File: config.mk
export PLATFORM = sky130hd
export DESIGN_NAME = i2c_spi_cmd_bridge
export DESIGN_NICKNAME = d
export VERILOG_FILES = /design/src/rtl/i2cspi_pkg.sv /design/src/rtl/i2c_line_sync.sv /design/src/rtl/i2c_byte_rx.sv /design/src/rtl/cmd_sequencer.sv /design/src/rtl/spi_byte_tx.sv /design/src/rtl/i2c_spi_cmd_bridge.sv
export SDC_FILE = /design/constraint.sdc
export NUM_CORES = 1
export LEC_CHECK = 0
export ABC_AREA = 1
export BUFFER_PORTS_ARGS = -buffer_cell sky130_fd_sc_hd__buf_2
export CORE_UTILIZATION = 40
export CTS_BUF_LIST = sky130_fd_sc_hd__clkbuf_16
export DETAILED_ROUTE_END_ITERATION = 16
export PLACE_DENSITY = 0.68
export SLEW_MARGIN = 30
export SYNTH_ARGS = -nofsm -noshare
export SYNTH_HDL_FRONTEND = slang
export SYNTH_SLANG_ARGS = --single-unit
File: constraint.sdc
create_clock -name clk -period 1.9 [get_ports clk]
set_input_delay 0.095 -clock clk [delete_from_list [all_inputs] [get_ports clk]]
set_output_delay 0.095 -clock clk [all_outputs]
set_load 0.005 [all_outputs]
File: src/rtl/i2cspi_pkg.sv
package i2cspi_pkg;

  typedef enum logic [1:0] {
    RX_IDLE   = 2'd0,
    RX_ADDR   = 2'd1,
    RX_DATA   = 2'd2,
    RX_IGNORE = 2'd3
  } rx_state_e;

  localparam logic [7:0] OP_CFG_WRITE  = 8'h82;
  localparam logic [7:0] OP_COEF_WRITE = 8'h86;

  // Minimum number of payload bytes an opcode needs; zero for non-forwarding codes
  function automatic logic [1:0] op_min_len(input logic [7:0] op);
    case (op)
      OP_CFG_WRITE:  op_min_len = 2'd1;
      OP_COEF_WRITE: op_min_len = 2'd2;
      default:       op_min_len = 2'd0;
    endcase
  endfunction

  function automatic logic op_forwards(input logic [7:0] op);
    op_forwards = (op == OP_CFG_WRITE) || (op == OP_COEF_WRITE);
  endfunction

endpackage

File: src/rtl/i2c_line_sync.sv
module i2c_line_sync #(
  parameter int STAGES = 2
) (
  input  logic clk,
  input  logic rst_n,
  input  logic scl_i,
  input  logic sda_i,
  output logic sda_lvl,
  output logic scl_rise,
  output logic scl_fall,
  output logic start_det,
  output logic stop_det
);
  // index 1 = SCL, index 0 = SDA
  logic [1:0] raw_in;
  logic [1:0] synced;
  logic [1:0] prev_q;

  assign raw_in = {scl_i, sda_i};

  for (genvar g = 0; g < 2; g++) begin : g_line
    logic [STAGES-1:0] chain_q;
    always_ff @(posedge clk or negedge rst_n) begin
      if (!rst_n) chain_q <= '1;
      else        chain_q <= {chain_q[STAGES-2:0], raw_in[g]};
    end
    assign synced[g] = chain_q[STAGES-1];
  end

  always_ff @(posedge clk or negedge rst_n) begin
    if (!rst_n) prev_q <= 2'b11;
    else        prev_q <= synced;
  end

  assign sda_lvl   = synced[0];
  assign scl_rise  = synced[1] & ~prev_q[1];
  assign scl_fall  = ~synced[1] & prev_q[1];
  assign start_det = synced[1] & prev_q[1] & prev_q[0] & ~synced[0];
  assign stop_det  = synced[1] & prev_q[1] & ~prev_q[0] & synced[0];

endmodule

File: src/rtl/i2c_byte_rx.sv
module i2c_byte_rx
  import i2cspi_pkg::*;
#(
  parameter logic [6:0] SLAVE_ADDR = 7'h2A
) (
  input  logic       clk,
  input  logic       rst_n,
  input  logic       sda_lvl,
  input  logic       scl_rise,
  input  logic       scl_fall,
  input  logic       start_det,
  input  logic       stop_det,
  output logic       sda_oe,
  output logic       byte_vld,
  output logic [7:0] byte_data
);
  rx_state_e  state_q, state_d;
  logic [3:0] bit_q, bit_d;
  logic [7:0] sh_q, sh_d;
  logic       ack_q, ack_d;
  logic [7:0] full;

  assign full      = {sh_q[6:0], sda_lvl};
  assign byte_data = full;
  assign sda_oe    = ack_q;

  always_comb begin
    state_d  = state_q;
    bit_d    = bit_q;
    sh_d     = sh_q;
    ack_d    = ack_q;
    byte_vld = 1'b0;
    if (start_det) begin
      state_d = RX_ADDR;
      bit_d   = 4'd0;
      ack_d   = 1'b0;
    end else if (stop_det) begin
      state_d = RX_IDLE;
      bit_d   = 4'd0;
      ack_d   = 1'b0;
    end else if (state_q == RX_ADDR || state_q == RX_DATA) begin
      if (scl_rise) begin
        if (bit_q < 4'd8) begin
          sh_d  = full;
          bit_d = bit_q + 4'd1;
          if (bit_q == 4'd7) begin
            if (state_q == RX_DATA) byte_vld = 1'b1;
            else if (full[7:1] != SLAVE_ADDR || full[0]) state_d = RX_IGNORE;
          end
        end else begin
          bit_d = 4'd9;          // acknowledge clock is high
        end
      end else if (scl_fall) begin
        if (bit_q == 4'd8) begin
          ack_d = 1'b1;
        end else if (bit_q == 4'd9) begin
          ack_d = 1'b0;
          bit_d = 4'd0;
          if (state_q == RX_ADDR) state_d = RX_DATA;
        end
      end
    end
  end

  always_ff @(posedge clk or negedge rst_n) begin
    if (!rst_n) begin
      state_q <= RX_IDLE;
      bit_q   <= 4'd0;
      sh_q    <= 8'd0;
      ack_q   <= 1'b0;
    end else begin
      state_q <= state_d;
      bit_q   <= bit_d;
      sh_q    <= sh_d;
      ack_q   <= ack_d;
    end
  end

endmodule

File: src/rtl/cmd_sequencer.sv
module cmd_sequencer
  import i2cspi_pkg::*;
#(
  parameter int NUM_TGT = 4,
  parameter int ERR_W   = 8
) (
  input  logic               clk,
  input  logic               rst_n,
  input  logic               byte_vld,
  input  logic [7:0]         byte_data,
  input  logic               start_det,
  input  logic               stop_det,
  input  logic               spi_busy,
  output logic               load_vld,
  output logic [7:0]         load_byte,
  output logic [NUM_TGT-1:0] cs_n,
  output logic [ERR_W-1:0]   err_cnt
);
  localparam int         TGT_W   = (NUM_TGT > 1) ? $clog2(NUM_TGT) : 1;
  localparam logic [7:0] TGT_LIM = 8'(NUM_TGT);

  logic [1:0]       idx_q, idx_d;
  logic [TGT_W-1:0] tgt_q, tgt_d;
  logic             tgt_ok_q, tgt_ok_d;
  logic             live_q, live_d;
  logic             cs_on_q, cs_on_d;
  logic             end_q, end_d;
  logic [1:0]       pay_q, pay_d;
  logic [1:0]       need_q, need_d;
  logic [ERR_W-1:0] err_q, err_d;

  assign err_cnt   = err_q;
  assign load_byte = byte_data;

  always_comb begin
    idx_d    = idx_q;
    tgt_d    = tgt_q;
    tgt_ok_d = tgt_ok_q;
    live_d   = live_q;
    cs_on_d  = cs_on_q;
    end_d    = end_q;
    pay_d    = pay_q;
    need_d   = need_q;
    err_d    = err_q;
    load_vld = 1'b0;
    if (start_det || stop_det) begin
      idx_d = 2'd0;
      if (live_q) begin
        live_d = 1'b0;
        end_d  = 1'b1;
        if (pay_q < need_q && err_q != '1) err_d = err_q + ERR_W'(1);
      end
    end else if (byte_vld) begin
      case (idx_q)
        2'd0: begin
          tgt_d    = byte_data[TGT_W-1:0];
          tgt_ok_d = (byte_data < TGT_LIM);
          idx_d    = 2'd1;
        end
        2'd1: begin
          idx_d = 2'd2;
          if (op_forwards(byte_data) && tgt_ok_q) begin
            live_d  = 1'b1;
            cs_on_d = 1'b1;
            end_d   = 1'b0;
            pay_d   = 2'd0;
            need_d  = op_min_len(byte_data);
          end
        end
        default: begin
          if (live_q) begin
            load_vld = 1'b1;
            if (pay_q != 2'd3) pay_d = pay_q + 2'd1;
          end
        end
      endcase
    end else if (end_q && !spi_busy) begin
      cs_on_d = 1'b0;
      end_d   = 1'b0;
    end
  end

  always_ff @(posedge clk or negedge rst_n) begin
    if (!rst_n) begin
      idx_q    <= 2'd0;
      tgt_q    <= '0;
      tgt_ok_q <= 1'b0;
      live_q   <= 1'b0;
      cs_on_q  <= 1'b0;
      end_q    <= 1'b0;
      pay_q    <= 2'd0;
      need_q   <= 2'd0;
      err_q    <= '0;
    end else begin
      idx_q    <= idx_d;
      tgt_q    <= tgt_d;
      tgt_ok_q <= tgt_ok_d;
      live_q   <= live_d;
      cs_on_q  <= cs_on_d;
      end_q    <= end_d;
      pay_q    <= pay_d;
      need_q   <= need_d;
      err_q    <= err_d;
    end
  end

  for (genvar g = 0; g < NUM_TGT; g++) begin : g_cs
    assign cs_n[g] = ~(cs_on_q && (tgt_q == TGT_W'(g)));
  end

endmodule

File: src/rtl/spi_byte_tx.sv
module spi_byte_tx #(
  parameter int CLK_DIV = 4
) (
  input  logic       clk,
  input  logic       rst_n,
  input  logic       load_vld,
  input  logic [7:0] load_byte,
  output logic       sclk,
  output logic       mosi,
  output logic       busy
);
  localparam int HALF  = CLK_DIV / 2;
  localparam int CNT_W = (HALF > 1) ? $clog2(HALF) : 1;

  logic             busy_q, busy_d;
  logic             sclk_q, sclk_d;
  logic [7:0]       sh_q, sh_d;
  logic [2:0]       bit_q, bit_d;
  logic [CNT_W-1:0] div_q, div_d;

  assign busy = busy_q;
  assign sclk = sclk_q;
  assign mosi = busy_q & sh_q[7];

  always_comb begin
    busy_d = busy_q;
    sclk_d = sclk_q;
    sh_d   = sh_q;
    bit_d  = bit_q;
    div_d  = div_q;
    if (!busy_q) begin
      if (load_vld) begin
        busy_d = 1'b1;
        sh_d   = load_byte;
        bit_d  = 3'd0;
        div_d  = '0;
        sclk_d = 1'b0;
      end
    end else if (div_q == CNT_W'(HALF - 1)) begin
      div_d = '0;
      if (!sclk_q) begin
        sclk_d = 1'b1;                 // target samples here
      end else begin
        sclk_d = 1'b0;                 // data advances on this edge
        if (bit_q == 3'd7) begin
          busy_d = 1'b0;
        end else begin
          bit_d = bit_q + 3'd1;
          sh_d  = {sh_q[6:0], 1'b0};
        end
      end
    end else begin
      div_d = div_q + CNT_W'(1);
    end
  end

  always_ff @(posedge clk or negedge rst_n) begin
    if (!rst_n) begin
      busy_q <= 1'b0;
      sclk_q <= 1'b0;
      sh_q   <= 8'd0;
      bit_q  <= 3'd0;
      div_q  <= '0;
    end else begin
      busy_q <= busy_d;
      sclk_q <= sclk_d;
      sh_q   <= sh_d;
      bit_q  <= bit_d;
      div_q  <= div_d;
    end
  end

endmodule

File: src/rtl/i2c_spi_cmd_bridge.sv
module i2c_spi_cmd_bridge #(
  parameter logic [6:0] SLAVE_ADDR  = 7'h2A,
  parameter int         NUM_TGT     = 4,
  parameter int         CLK_DIV     = 4,
  parameter int         ERR_W       = 8,
  parameter int         SYNC_STAGES = 2
) (
  input  logic               clk,
  input  logic               rst_n,
  input  logic               scl_i,
  input  logic               sda_i,
  output logic               sda_oe,
  output logic               spi_sclk,
  output logic               spi_mosi,
  output logic [NUM_TGT-1:0] spi_cs_n,
  output logic [ERR_W-1:0]   err_cnt
);
  logic [1:0] rst_pipe_q;
  logic       rst_int_n;
  logic       sda_lvl, scl_rise, scl_fall, start_det, stop_det;
  logic       byte_vld;
  logic [7:0] byte_data;
  logic       load_vld;
  logic [7:0] load_byte;
  logic       spi_busy;

  // asynchronous assert, synchronous release
  always_ff @(posedge clk or negedge rst_n) begin
    if (!rst_n) rst_pipe_q <= 2'b00;
    else        rst_pipe_q <= {rst_pipe_q[0], 1'b1};
  end
  assign rst_int_n = rst_pipe_q[1];

  i2c_line_sync #(.STAGES(SYNC_STAGES)) u_sync (
    .clk(clk), .rst_n(rst_int_n), .scl_i(scl_i), .sda_i(sda_i),
    .sda_lvl(sda_lvl), .scl_rise(scl_rise), .scl_fall(scl_fall),
    .start_det(start_det), .stop_det(stop_det)
  );

  i2c_byte_rx #(.SLAVE_ADDR(SLAVE_ADDR)) u_rx (
    .clk(clk), .rst_n(rst_int_n), .sda_lvl(sda_lvl),
    .scl_rise(scl_rise), .scl_fall(scl_fall),
    .start_det(start_det), .stop_det(stop_det),
    .sda_oe(sda_oe), .byte_vld(byte_vld), .byte_data(byte_data)
  );

  cmd_sequencer #(.NUM_TGT(NUM_TGT), .ERR_W(ERR_W)) u_seq (
    .clk(clk), .rst_n(rst_int_n), .byte_vld(byte_vld), .byte_data(byte_data),
    .start_det(start_det), .stop_det(stop_det), .spi_busy(spi_busy),
    .load_vld(load_vld), .load_byte(load_byte),
    .cs_n(spi_cs_n), .err_cnt(err_cnt)
  );

  spi_byte_tx #(.CLK_DIV(CLK_DIV)) u_spi (
    .clk(clk), .rst_n(rst_int_n), .load_vld(load_vld), .load_byte(load_byte),
    .sclk(spi_sclk), .mosi(spi_mosi), .busy(spi_busy)
  );

endmodule

==> results_dict.tcl <==
set metrics [dict create \
    status "finished, final reports clean" \
    syn_inst 323 \
    area_delta_synth_final_pct 15.2 \
    critPathRequiredTime_ps 2110 \
    drt-initial-drc-count 177 \
    drv_cap 0 \
    p_leak_nw 1.58 \
    gr-total-overflow 0 \
    cts_buffer_depth 2 \
    start_util_pct 41.8 \
    cts_tree "yes" \
    synth_edf_count 0 \
    tns_ps 0 \
    globalplace.congestion 0.830 \
    clk_pin_slew_ps 70 \
    grt_pass1_vias 2020 \
    critical_path_class "reg -> reg" \
    clock_skew_ps 4.11 \
    routed_wl_um 5190 \
    clk_latency_ps 290 \
    dp_hpwl_um 3550 \
    final_common_cell "nand2_1" \
    worst_slack_ps 128 \
    register_area_um2 1410 \
    h-tree-depth 2 \
    antenna_found_initial 0 \
    remaining_drc_errors 0 \
    worst_ep_arrival_time_ps 1980 \
    setup_violations 0 \
    dp_slack_ps 65.1 \
    r2r_setup_slack_ps 130 \
    grt_pass1_wl_um 8890 \
    dieArea_um2 7480 \
    numCtsBuffers 5 \
    final_cell_mix "66 x nand2_1, 49 x dfrtp_1, 42 x inv_1, 27 x nand3_1, 22 x o21ai_0" \
    final_max_slew_viol_count 0 \
    io_buffers 18 \
    vias 2187 \
    cts_sinks 56 \
    synth_fp_nets 340 \
    die_h_um 86.5 \
    root_buffer "clkbuf_16" \
    die_x_um 86.5 \
    layout.nets 371 \
    start_kind "flip-flop" \
    nFillCells 684 \
    firstDrtPassIters 5 \
    ir_drop_mv 0.368 \
    fin_crit_ps 1770 \
    rsz0062_at_grt "no" \
    core_um2 6830 \
    power_per_cell_area_nw_per_um2 847 \
    netlist_area_um2 2860 \
    synth-seq-area-share_pct 49.3 \
    ys_warn_count 0 \
    r2r_start "u_sync.g_line[1].chain_q[1]$_DFF_PN1_" \
    yosys_most_used_dff "dfrtp_1" \
    num_rows 30 \
    ios 19 \
    ys_ff_latch 56 \
    multiInputGateArea_um2 1280 \
    hold_class "in -> async" \
    fmax_ghz 0.564 \
    grt_max_degree 55 \
    crit_path_end_kind "flip-flop" \
    hold_violations 0 \
    viasPerCell 4.86 \
    antenna_cells 0 \
    min_period_over_period_pct 93.3 \
    avgSynthCellArea_um2 8.84 \
    worstReg2RegEnd "u_rx.bit_q[3]$_DFFE_PN0P_" \
    worstRegToRegCells 8 \
    routedWlPerCell_um 11.5 \
    ys_async_sr_fraction_pct 100 \
    grt.total_usage_pct 15.1 \
    ant_nets 0 \
    whs_ps 115 \
    final_layout_size_suffix_gt1_share_pct 20.3 \
    yosysUniqueCellTypes 38 \
    path_max_fanout 4 \
]
-- layout make-up --
| cell class | instances | share of cell area (%) |
|---|---|---|
| clock buffers | 5 | 3.80 |
| clock inverters | 2 | 0.266 |
| inverters | 45 | 5.21 |
| multi-input cells | 220 | 39.0 |
| flip-flops and latches | 56 | 42.9 |
| well taps | 96 | 3.65 |
| repair buffers | 26 | 5.17 |
-- timing repair --
| item | CTS | global route |
|---|---|---|
| resized for setup | 0 | 8 |
| hold endpoints to repair | 4 | 0 |
| buffers inserted | 0 | 1 |
| hold buffers | 3 | 0 |
| setup endpoints to repair | 0 | 13 |
-- cells by family (layout without fill, tap and decap cells) --
kind of cell | Yosys count | count (layout) | share of synthesized area, %
and+or+nand+nor | 142 | 145 | 24.1
AOI/OAI and AO/OA | 56 | 56 | 11.8
buffers and inverters | 50 | 78 | 7.36
adders and majority gates | 13 | 13 | 5.70
other | 1 | 1 | 0.131
xor gates and xnor gates | 5 | 5 | 1.53
DFF | 56 | 56 | 49.3
-- registers in the layout, summed over array words and instances, names as in the netlist --
signal / count
rst_pipe_q: 2
u_rx.bit_q: 4
u_rx.sda_oe: 1
u_rx.sh_q: 7
u_rx.state_q: 2
u_seq.cs_on_q: 1
u_seq.end_q: 1
u_seq.err_cnt: 8
u_seq.idx_q: 2
u_seq.live_q: 1
u_seq.need_q: 2
u_seq.pay_q: 2
u_seq.tgt_ok_q: 1
u_seq.tgt_q: 2
u_spi.bit_q: 3
u_spi.busy: 1
u_spi.div_q: 1
u_spi.sclk: 1
u_spi.sh_q: 8
u_sync.g_line.chain_q: 4
u_sync.prev_q: 2
-- routing by layer --
layer | track usage [%] | up-vias | share of wire (%)
li1 | - | 1108 | -
met2 | 24.7 | 34 | 47
met4 | 6.06 | 0 | 2.2
met1 | 19.4 | 1035 | 48
met5 | 0 | - | 0
met3 | 3.33 | 10 | 3.0
-- where the power goes --
| part | switching [mW] | leakage (nW) | internal (mW) |
|---|---|---|---|
| Sequential | 0.0863 | 0.746 | 1.30 |
| Clock | 0.388 | 0.0709 | 0.475 |
| Combinational | 0.335 | 0.767 | 0.206 |
-- how the worst max path moves through the flow --
stage / start / endpoint / slack (ps)
2_1_floorplan: u_rx.state_q[0]$_DFFE_PN0P_ / u_seq.pay_q[1]$_DFFE_PN0P_ / 220
3_3_place_gp: u_rx.state_q[0]$_DFFE_PN0P_ / u_seq.pay_q[1]$_DFFE_PN0P_ / 120
3_5_place_dp: u_rx.state_q[0]$_DFFE_PN0P_ / u_seq.pay_q[1]$_DFFE_PN0P_ / 70
4_1_cts: u_rx.state_q[0]$_DFFE_PN0P_ / u_seq.pay_q[1]$_DFFE_PN0P_ / 60
5_1_grt: u_rx.state_q[0]$_DFFE_PN0P_ / u_seq.pay_q[1]$_DFFE_PN0P_ / 6
6_report: u_sync.g_line[1].chain_q[1]$_DFF_PN1_ / u_rx.bit_q[3]$_DFFE_PN0P_ / 130
-- per-stage QoR --
step	cells	total power, mW	utilization (%)	cell area, um^2
CTS	446	2.80	47.3	3230
floorplan	323	1.81	-	2860
detailed placement	436	1.92	44.9	3070
global placement	436	1.91	44.9	3070
finish	450	2.79	48.2	3290
global route	450	2.96	48.2	3290
-- cells in the mapped netlist (2+ instances only) --
master | n | area share (%)
nand2_1 | 66 | 8.7
dfrtp_1 | 50 | 44
inv_1 | 42 | 5.5
nand3_1 | 27 | 4.7
nor2_1 | 22 | 2.9
o21ai_0 | 22 | 3.9
a21oi_1 | 14 | 2.5
ha_1 | 13 | 5.7
o21a_1 | 7 | 1.8
dfstp_2 | 6 | 5.5
o21ai_2 | 6 | 1.8
nand4_1 | 5 | 1.1
nand2_2 | 4 | 0.88
a21oi_2 | 3 | 0.92
inv_2 | 3 | 0.39
nand2_4 | 3 | 1.2
nor2_2 | 3 | 0.66
xnor2_1 | 3 | 0.92
clkbuf_1 | 2 | 0.26
nand3_2 | 2 | 0.70
nor3_1 | 2 | 0.35
xor2_1 | 2 | 0.61
-- critical path, cell delays in order (launching register included) --
cell     delay [ps]
dfstp_2         560
inv_1            50
ha_1            270
or2_2           280
nand2_1          90
nand2_1         100
o21ai_0         170
inv_1            50
nor2_1          120
Power figures use the tool's default switching activity.
